[config.mk]
export PLATFORM = sky130hd
export DESIGN_NAME = pwm_fault_guard
export DESIGN_NICKNAME = d
export VERILOG_FILES = /design/src/rtl/pwm_fault_guard.sv
export SDC_FILE = /design/constraint.sdc
export NUM_CORES = 1
export LEC_CHECK = 0
export CAP_MARGIN = 25
export CORE_AREA = 2 2 39 41
export DETAILED_ROUTE_END_ITERATION = 16
export DIE_AREA = 0 0 41 43
export PLACE_DENSITY = 0.74
export SLEW_MARGIN = 10
export SYNTH_ARGS = -nofsm -noshare
export SYNTH_HDL_FRONTEND = slang
export SYNTH_SLANG_ARGS = --single-unit
export TNS_END_PERCENT = 30
[constraint.sdc]
create_clock -name clk -period 1.1 [get_ports clk]
set_clock_uncertainty 0.15 [all_clocks]
set_input_delay 0.33 -clock clk [delete_from_list [all_inputs] [get_ports clk]]
set_output_delay 0.33 -clock clk [all_outputs]
set_load 0.05 [all_outputs]
[src/rtl/pwm_fault_guard.sv]
module pwm_fault_guard #(
  parameter int N_FAULT = 3,
  parameter int N_PIN   = 4
) (
  input  logic               clk,
  input  logic               rst_n,
  input  logic [N_FAULT-1:0] fault_in,
  input  logic [N_FAULT-1:0] src_sel,
  input  logic [1:0]         safe_ac,
  input  logic [1:0]         safe_bd,
  input  logic               auto_restart,
  input  logic               stat_wr,
  input  logic               stat_wdata,
  input  logic               period_start,
  output logic               shut,
  output logic [N_PIN-1:0]   ovr_en,
  output logic [N_PIN-1:0]   ovr_hiz
);

  logic [N_FAULT-1:0] sync1, sync2;
  logic fault_act, shut_nxt, held;

  always_ff @(posedge clk or negedge rst_n)
    if (!rst_n) begin
      sync1 <= '0;
      sync2 <= '0;
    end else begin
      sync1 <= fault_in;
      sync2 <= sync1;
    end

  assign fault_act = |(sync2 & src_sel);
  assign shut_nxt  = fault_act | (stat_wr ? stat_wdata : (shut & ~auto_restart));

  always_ff @(posedge clk or negedge rst_n)
    if (!rst_n) begin
      shut <= 1'b0;
      held <= 1'b0;
    end else begin
      shut <= shut_nxt;
      held <= shut_nxt | (held & ~(period_start & ~shut));
    end

  for (genvar i = 0; i < N_PIN; i++) begin : g_pin
    logic [1:0] code;
    assign code       = (i % 2 == 0) ? safe_ac : safe_bd;
    assign ovr_en[i]  = held;
    assign ovr_hiz[i] = held & code[0];
  end

endmodule

==> flow_metrics.py <==
metrics = {
    "status": {
        "status": "finished with violations",
        "violations": "negative setup slack",
    },
    "power_and_ir_drop": {
        "ir_drop_mv": 0.6349,
        "p_total_uw": 778.6,
        "p_per_area_mw_per_mm2": 1235,
        "p_leak_nw": 0.2792,
    },
    "logic_synthesis": {
        "synth-edff-count": 0,
        "syn_inst": 24,
        "yosysUniqueCellTypes": 9,
        "synth_top_area_share_pct": 64.78,
        "yosys.area.top_type": "dfrtp_1",
        "syn-cell-area_um2": 309.0,
        "synth_nets": 40,
        "yosysSeqAreaShare_pct": 64.78,
        "ys.flop_type": "dfrtp_1",
        "synth_common_cells": "dfrtp_1 (8), buf_4 (6), nand2_1 (3)",
        "avgSynthCellArea_um2": 12.88,
        "yosys_warnings": 0,
        "synth_most_common_cell": "dfrtp_1",
        "synth_area_leaders": "dfrtp_1 (65%), buf_4 (15%), a221oi_2 (4.9%)",
        "ys_seq_elements": 8,
        "synthArstFlopShare_pct": 100.0,
    },
    "detailed_routing": {
        "drtIter0Drc": 0,
        "wl_um": 556,
        "antenna_left": 0,
        "met1_length_um": 163,
        "wl_met2_um": 302,
        "wl_per_cell_um": 9.267,
        "top_layer": "met3",
        "drc_errors": 0,
        "met3_length_um": 90,
        "dr.pass1.iters": 1,
        "via_count": 236,
        "viasPerCell": 3.933,
    },
    "global_routing": {
        "grtUsageTotal_pct": 7.841,
        "first_global_vias": 250,
        "grt_max_degree": 9,
        "gr-total-overflow": 0,
        "grt_pass1_wl_um": 869,
        "antenna_found_initial": 0,
    },
    "hold_path": {
        "hold_class": "flip-flop to flip-flop",
        "hold_path_depth": 0,
    },
    "sta": {
        "worst_slew_pin_slew_ns": 0.3292,
        "hold_viol_final": 0,
        "whs_ns": 0.1949,
        "maxSlewHeadroom_pct": 77.98,
        "post-route-period-util_pct": 134.3,
        "fin_crit_ns": 1.477,
        "grt_setup_unrepaired": "true",
        "slew_violations": 0,
        "fmax_mhz": 676.9,
        "finalSetupViolCount": 11,
        "setup_tns_ns": -3.429,
        "finalWorstSetupSlack_ns": -0.3774,
    },
    "setup_path": {
        "rr_worst_depth": 3,
        "start_kind": "flip-flop",
        "crit_fanout": 5,
        "worst-r2r-setup-slack_ns": -0.05,
        "critical_path_arrival_ns": 1.00,
        "criticalPathCategory": "flip-flop to primary output",
        "required_ns": 0.62,
        "endpoint_kind": "primary output",
    },
    "clock_network": {
        "clkLatencyLatePin_ns": 0.24,
        "clk_path_buf_depth": 2,
        "cts.clk_slew.worst_paths_ns": 0.05,
        "cts_buffers": 3,
        "clock-root-buffer": "clkbuf_4",
        "cts_max_level": 1,
        "ctsHoldBuffers": 0,
        "cts_setup_buffers": 0,
        "clkSinkCount": 8,
        "cts_tree": "done",
    },
    "floorplanning": {
        "rows": 14,
        "die_h_um": 43,
        "die_w_um": 41,
        "core-area_mm2": 0.001384,
        "io_pins": 25,
        "start_util_pct": 22.33,
        "die_area_mm2": 0.001763,
    },
    "layout": {
        "fin_util_pct": 45.57,
        "layout.nets": 62,
        "drive_gt1_share_pct": 36.36,
        "num_antenna_cells": 0,
        "synthToLayoutAreaGrowth_pct": 104.0,
    },
    "flow_run": {
        "maxCapViolCount": 0,
    },
    "placed_design": {
        "place.gp.congestion": 0.5496,
        "dp.final_hpwl_um": 512.8,
        "io_buffers": 22,
    },
}
per-layer routing:
layer	vias to the layer above	track usage [%]
li1	113	-
met1	104	6.061
met2	19	13.44
met3	0	3.665
met4	0	6.000
met5	-	0
kinds of logic (layout without fill, tap and decap cells):
kind of cell           after synthesis  count (layout)  share of synthesized area [%]
DFF                                  8               8                          64.78
and+or+nand+nor                      7               7                          10.93
buffers and inverters                6              26                          14.57
AOI/OAI and AO/OA                    3               3                          9.717
worst max-delay path, stage by stage (launching register included):
cell and delay, ns:
dfrtp_1 0.41, and2_4 0.20, buf_12 0.13
placed cells by master, fill, tap and decap left out, drive strengths merged:
cell type,instances
dlygate4sd2,2
o22ai,1
clkdlybuf4s50,11
buf,10
clkbuf,3
a221oi,1
a22o,1
dfrtp,8
nor2b,1
nor2,1
and2,2
nand2,3
worst paths after layout:
check                              startpoint            endpoint
hold reg to reg            sync1[2]$_DFF_PN0_  sync2[2]$_DFF_PN0_
hold / removal             sync1[2]$_DFF_PN0_  sync2[2]$_DFF_PN0_
max in group asynchronous               rst_n  sync2[2]$_DFF_PN0_
setup / recovery               held$_DFF_PN0_          ovr_hiz[0]
min in group asynchronous               rst_n      shut$_DFF_PN0_
setup reg to reg           sync2[0]$_DFF_PN0_      shut$_DFF_PN0_
flip-flops by register name (all words and copies together) (netlist names):
| name | flops |
|---|---|
| sync2 | 3 |
| sync1 | 3 |
| shut | 1 |
| held | 1 |
cell type report:
type,count,area [um^2]
multi-input cells,10,68.82
repair buffers,23,319.1
well taps,16,20.02
flip-flops and latches,8,200.2
clock buffers,3,22.52
fillers,121,753.2
what timing repair did:
action                                  in CTS  in global routing
resized for setup                            3                  0
endpoints found under the setup margin      11                 11
pin swaps                                    3                  0
through the flow:
step | worst slack [ns] | cells | instance area, um^2
2_1_floorplan | -0.2329 | 24 | 329.1
3_3_place_gp | -0.4596 | 57 | 606.8
3_5_place_dp | -0.4650 | 57 | 606.8
4_1_cts | -0.3892 | 60 | 630.6
5_1_grt | -0.4313 | 60 | 630.6
6_report | -0.3774 | 60 | 630.6
where the power goes:
group	switching, mW	internal [mW]	leakage (nW)
registers	0.0101	0.311	0.0893
logic	0.113	0.134	0.176
clock network	0.0858	0.124	0.0138
total	0.209	0.569	0.279
No activity file was read; power rests on OpenSTA's default activity.
